`config.mk`:
```
export PLATFORM = sky130hd
export DESIGN_NAME = andreg_exec
export DESIGN_NICKNAME = d
export VERILOG_FILES = /design/src/rtl/andx_pkg.sv /design/src/rtl/andx_decode.sv /design/src/rtl/andx_addr.sv /design/src/rtl/andx_alu.sv /design/src/rtl/andreg_exec.sv
export SDC_FILE = /design/constraint.sdc
export NUM_CORES = 1
export LEC_CHECK = 0
export ABC_AREA = 1
export CAP_MARGIN = 20
export CELL_PAD_IN_SITES_DETAIL_PLACEMENT = 0
export CELL_PAD_IN_SITES_GLOBAL_PLACEMENT = 1
export CORE_MARGIN = 2
export CORE_UTILIZATION = 32
export DETAILED_ROUTE_END_ITERATION = 8
export GPL_ROUTABILITY_DRIVEN = 0
export PLACE_DENSITY_LB_ADDON = 0.1
export SETUP_SLACK_MARGIN = 0.1
export SYNTH_ARGS = -nofsm -noshare
export SYNTH_HDL_FRONTEND = slang
export SYNTH_SLANG_ARGS = --single-unit
```
`constraint.sdc`:
```
create_clock -name clk -period 1.8 [get_ports clk]
set_input_delay 0.27 -clock clk [delete_from_list [all_inputs] [get_ports clk]]
set_output_delay 0.27 -clock clk [all_outputs]
set_load 0.01 [all_outputs]
```
`src/rtl/andx_pkg.sv`:
```
package andx_pkg;
    parameter int DW = 8;
    parameter int FW = 8;
    parameter int AW = 12;
    parameter int BW = AW - FW;
    parameter int IW = 16;
    parameter int SW = 5;
    parameter int OPW = 6;
    parameter logic [OPW-1:0] OPC_AND = 6'b000101;
    parameter logic [FW-1:0] WIN_SPLIT = 8'h60;
    parameter int ST_NEG = 4;
    parameter int ST_ZERO = 2;

    typedef enum logic [2:0] {
        PH_IDLE,
        PH_Q1,
        PH_Q2,
        PH_Q3,
        PH_Q4
    } phase_e;

    typedef struct packed {
        phase_e         phase;
        logic [IW-1:0]  instr;
        logic [AW-1:0]  addr;
        logic           to_file;
        logic [DW-1:0]  res;
        logic [DW-1:0]  wreg;
        logic [SW-1:0]  stat;
        logic           done;
        logic           illegal;
        logic           unsup;
    } exec_state_t;
endpackage

```
`src/rtl/andx_decode.sv`:
```
module andx_decode
    import andx_pkg::*;
(
    input  logic [IW-1:0] instr,
    input  logic          ext_mode,
    output logic          opc_ok,
    output logic          to_file,
    output logic          use_bank,
    output logic [FW-1:0] faddr,
    output logic          unsup
);
    localparam int OP_LSB = IW - OPW;

    always_comb begin
        opc_ok   = (instr[IW-1:OP_LSB] == OPC_AND);
        to_file  = instr[FW+1];
        use_bank = instr[FW];
        faddr    = instr[FW-1:0];
        // indexed-offset case is rejected rather than executed
        unsup    = ext_mode && !use_bank && (faddr < WIN_SPLIT);
    end
endmodule

```
`src/rtl/andx_addr.sv`:
```
module andx_addr
    import andx_pkg::*;
(
    input  logic [FW-1:0] faddr,
    input  logic          use_bank,
    input  logic [BW-1:0] bank_sel,
    output logic [AW-1:0] addr
);
    localparam logic [BW-1:0] LOW_BANK  = '0;
    localparam logic [BW-1:0] HIGH_BANK = '1;

    logic [BW-1:0] win_bank;

    generate
        if (BW > 0) begin : g_window
            always_comb win_bank = (faddr < WIN_SPLIT) ? LOW_BANK : HIGH_BANK;
        end
    endgenerate

    always_comb addr = {use_bank ? bank_sel : win_bank, faddr};
endmodule

```
`src/rtl/andx_alu.sv`:
```
module andx_alu
    import andx_pkg::*;
(
    input  logic [DW-1:0] opa,
    input  logic [DW-1:0] opb,
    input  logic [DW-1:0] res_in,
    input  logic [SW-1:0] stat_in,
    output logic [DW-1:0] and_out,
    output logic [SW-1:0] stat_out
);
    always_comb begin
        and_out           = opa & opb;
        stat_out          = stat_in;
        stat_out[ST_NEG]  = res_in[DW-1];
        stat_out[ST_ZERO] = (res_in == '0);
    end
endmodule

```
`src/rtl/andreg_exec.sv`:
```
module andreg_exec
    import andx_pkg::*;
(
    input  logic          clk,
    input  logic          rst_n,
    input  logic          start,
    input  logic [15:0]   instr,
    input  logic          ext_mode,
    input  logic [3:0]    bank_sel,
    input  logic [4:0]    status_in,
    input  logic          w_load,
    input  logic [7:0]    w_din,
    output logic [11:0]   mem_addr,
    output logic          mem_rd_en,
    input  logic [7:0]    mem_rdata,
    output logic          mem_wr_en,
    output logic [7:0]    mem_wdata,
    output logic [7:0]    wreg_out,
    output logic [4:0]    status_out,
    output logic          busy,
    output logic          done,
    output logic          illegal,
    output logic          unsupported
);
    exec_state_t st_q, st_d;

    logic          dec_ok, dec_to_file, dec_bank, dec_unsup;
    logic [FW-1:0] dec_f;
    logic [AW-1:0] calc_addr;
    logic [DW-1:0] alu_and;
    logic [SW-1:0] merged_stat;

    andx_decode u_dec (
        .instr    (st_q.instr),
        .ext_mode (ext_mode),
        .opc_ok   (dec_ok),
        .to_file  (dec_to_file),
        .use_bank (dec_bank),
        .faddr    (dec_f),
        .unsup    (dec_unsup)
    );

    andx_addr u_addr (
        .faddr    (dec_f),
        .use_bank (dec_bank),
        .bank_sel (bank_sel),
        .addr     (calc_addr)
    );

    andx_alu u_alu (
        .opa      (st_q.wreg),
        .opb      (mem_rdata),
        .res_in   (st_q.res),
        .stat_in  (status_in),
        .and_out  (alu_and),
        .stat_out (merged_stat)
    );

    always_comb begin
        st_d         = st_q;
        st_d.done    = 1'b0;
        st_d.illegal = 1'b0;
        st_d.unsup   = 1'b0;
        case (st_q.phase)
            PH_IDLE: begin
                if (w_load) st_d.wreg = w_din;
                if (start) begin
                    st_d.instr = instr;
                    st_d.phase = PH_Q1;
                end
            end
            PH_Q1: begin
                if (!dec_ok) begin
                    st_d.illegal = 1'b1;
                    st_d.phase   = PH_IDLE;
                end else if (dec_unsup) begin
                    st_d.unsup = 1'b1;
                    st_d.phase = PH_IDLE;
                end else begin
                    st_d.addr    = calc_addr;
                    st_d.to_file = dec_to_file;
                    st_d.phase   = PH_Q2;
                end
            end
            PH_Q2: st_d.phase = PH_Q3;
            PH_Q3: begin
                st_d.res   = alu_and;
                st_d.phase = PH_Q4;
            end
            PH_Q4: begin
                if (!st_q.to_file) st_d.wreg = st_q.res;
                st_d.stat  = merged_stat;
                st_d.done  = 1'b1;
                st_d.phase = PH_IDLE;
            end
            default: st_d.phase = PH_IDLE;
        endcase
    end

    always_ff @(posedge clk) begin
        if (!rst_n) begin
            st_q <= '{phase: PH_IDLE, default: '0};
        end else begin
            st_q <= st_d;
        end
    end

    assign mem_addr    = st_q.addr;
    assign mem_rd_en   = (st_q.phase == PH_Q2);
    assign mem_wr_en   = (st_q.phase == PH_Q4) && st_q.to_file;
    assign mem_wdata   = st_q.res;
    assign wreg_out    = st_q.wreg;
    assign status_out  = st_q.stat;
    assign busy        = (st_q.phase != PH_IDLE);
    assign done        = st_q.done;
    assign illegal     = st_q.illegal;
    assign unsupported = st_q.unsup;

    AST_WB_SAME_ADDR: assert property (@(posedge clk) disable iff (!rst_n)
        mem_wr_en |-> ($past(mem_rd_en, 2) && mem_addr == $past(mem_addr, 2)));
    AST_WB_KEEPS_W: assert property (@(posedge clk) disable iff (!rst_n)
        mem_wr_en |=> $stable(wreg_out));
    AST_ILLEGAL_QUIET: assert property (@(posedge clk) disable iff (!rst_n)
        illegal |-> (!mem_rd_en && !mem_wr_en && $stable(wreg_out) && $stable(status_out)));
    AST_UNSUP_QUIET: assert property (@(posedge clk) disable iff (!rst_n)
        unsupported |-> (!mem_rd_en && !mem_wr_en && $stable(wreg_out) && $stable(status_out)));
    AST_ZERO_FLAG: assert property (@(posedge clk) disable iff (!rst_n)
        (done && $past(mem_wr_en)) |-> (status_out[ST_ZERO] == ($past(mem_wdata) == '0)));
    AST_DONE_PULSE: assert property (@(posedge clk) disable iff (!rst_n)
        done |=> !done);
    AST_DONE_AFTER_BUSY: assert property (@(posedge clk) disable iff (!rst_n)
        $rose(done) |-> $past(busy));
endmodule

```
==> metrics.txt, run 1 <==
Reg clk slew, reported paths roughly 0.10 ns; met3 wire len 266 µm; cts hold-fix bufs 0; initial antenna violation count 0; setup TNS 0 ns; Max Root-Sink Buffers 2; routed via count 2,235; placed cell areas 3240 µm²; worst path buffer plus inverter count 2; commonest non-fill, non-tap cell in the layout clkdlybuf4s50_1; Critical Path AT 1.30 ns; CTS Sinks 56; RSZ-0062 raised after global routing no; GRT Util Overall 15.0%; slowest cell on the critical path dfxtp_2; die area 8700 µm²; DIE HEIGHT 93.3 µm; register bit total from synthesis 56; Synth top area share 43.9%; critical path type reg2out; synthesized net count 396; multi-input logic area 1050 µm²; layout cell share with drive strength beyond 1 between 7 and 8%; top sig layer met4; TritonRoute pass-1 iters 4; Crit path largest cell delay a little over 0.4 ns; critical path startpoint category flop; CTS tree done; number of global-route vias before repair 2,134; WL final 6200 µm; Worst slew margin 64.9%; post-route cell area 3400 µm²; ANT cells 0; root buf cell clkbuf_8; sequential element share of the synthesized area 43.9%; Routed WL per cell roughly 12 µm; Final Max Tran Viols 0; htree depth 2; Syn. warnings 0; run status finished clean; hpwl dp 4450 µm; I/O Buffers 82; CP max FO 5; Netlist cell types 22; post-synth top area cell dfxtp_1; largest net degree at the start of global routing 35; fillers 821; M1 WL 3080 µm; Mean Syn Cell Area 7.29 µm²; grt ovf 0; Rows 32; antenna-violating nets left 0; Via density 4.44; worst slew pin tran 0.521 ns; TritonCTS buffer count 5; endpoints failing hold 0; Tcrit/Tclk final 87.2%; Req. time, crit path 1.53 ns; Syn Inst Count 350; minimum clock period 1.57 ns; top cells by area, synth dfxtp_1 (44%), buf_4 (10%), nand2_1 (10%), nor2_1 (8.5%), nand3_1 (6.9%); drt drc 0; leading cell types in the layout, fill and taps excluded clkdlybuf4s50_1 (78), nand2_1 (68), nor2_1 (58); DIE WIDTH roughly 93 µm; 1st-iter DRT viols 49; worst path cell trace inv_1, nor3_2, dlygate4sd2_1; VDD IR max 0.000347 V; Area Overhead vs Synth 33.3%; Tightest Hold Check Type in2reg; Initial Util between 30 and 40%; wire length on met2 2780 µm; nets@finish 447; register area 1120 µm²; max-cap violations 0; Post-Syn Area 2550 µm²; Core ar. about 7700 µm²; first-pass GRT wire length between 10,000 and 15,000 µm; Leakage Power around 0.0014 µW; Power Density around 770 nW/µm²; # IOs 85; Clock Latency Late Sink 0.31 ns; Crit. End Element primary output; CP top delay family flip-flops; Layout Skew 0.0117 ns; Setup-failing EPs final 0; Fmax 0.637 GHz
-- routing by layer --
metal / GRT usage [%] / vias up
met3: 3.38 / 6
met5: 0 / -
met4: 4.04 / 0
li1: - / 1177
met2: 24.0 / 46
met1: 20.3 / 1006
-- cells by family after synthesis --
logic type	Yosys count	synth area share, %
AOI/OAI and AO/OA	40	8.24
and+or+nand+nor	184	32.0
buffers and inverters	70	15.8
DFF	56	43.9
-- synthesized netlist by cell type --
master	number
nor3_1	2
nor4_1	2
o21ai_0	17
nor2_2	4
nand4_2	1
inv_1	23
nand3_1	35
nor2_1	58
nand3b_1	8
and2_4	1
a21boi_0	4
nand2_1	68
dfxtp_1	56
clkbuf_1	5
buf_2	5
a21oi_1	19
nor3_2	1
nand3_2	1
buf_6	1
nand2_2	3
buf_1	2
buf_4	34
-- flip-flops by register name (all words and copies together), names as in the netlist --
name         count
unsupported      1
st_q            20
wreg_out         8
mem_addr        12
done             1
mem_wdata        8
illegal          1
status_out       5
-- metrics by stage --
stage	util, %	power [µW]	cells	hold WS, ns	setup slack (ns)
floorplan	-	1530	350	0.404	0.519
global placement	41.9	1680	495	0.441	0.162
detailed placement	41.9	1680	495	0.446	0.0895
CTS	43.8	2640	503	0.334	0.107
global route	44.0	2740	503	0.368	0.134
finish	44.0	2600	503	0.339	0.230
-- area by class of cell --
type                       count  area share [%]
sequential                    56            33.0
multi-input combinational    224            30.8
timing repair buffer          91            26.0
tap                          102            3.75
inverter                      23            2.65
clock buffer                   5            2.02
clock inverter                 2            1.77
-- worst paths after layout --
check / slack, ns / from / end / cells past startpoint
max: 0.23 / st_q[54] / mem_rd_en / 3
min: 0.34 / rst_n / wreg_out[6] / 3
max reg2reg: 0.31 / st_q[53] / wreg_out[0] / 8
min reg2reg: 0.46 / st_q[37] / st_q[37] / 2
-- power by group --
part	leakage, µW	internal, µW	total [µW]	switching [µW]
sequential	0.000458	1290	1310	27.1
clock	0.0000642	548	953	405
combinational	0.000874	181	336	155
total	0.00140	2020	2600	587
-- worst min-delay path, stage by stage --
cell	delay, ns
buf_2	0.21
nand2_1	0.10
nor2_1	0.04
-- timing repair --
item	in CTS	in global routing
pin swaps	1	0
buffers inserted	1	0
resized for setup	6	4
setup endpoints to repair	3	23
gates cloned	0	0
No activity file was read; power rests on OpenSTA's default activity.
==> run 2: changes to the inputs <==
--- a/config.mk
+++ b/config.mk
@@ -11,6 +11,7 @@
 export CELL_PAD_IN_SITES_GLOBAL_PLACEMENT = 1
 export CORE_MARGIN = 2
 export CORE_UTILIZATION = 32
+export CTS_CLUSTER_SIZE = 25
 export DETAILED_ROUTE_END_ITERATION = 8
 export GPL_ROUTABILITY_DRIVEN = 0
 export PLACE_DENSITY_LB_ADDON = 0.1
==> results of run 2 <==
Same layout as run 1: the final DEF is identical, and so are final timing and power.
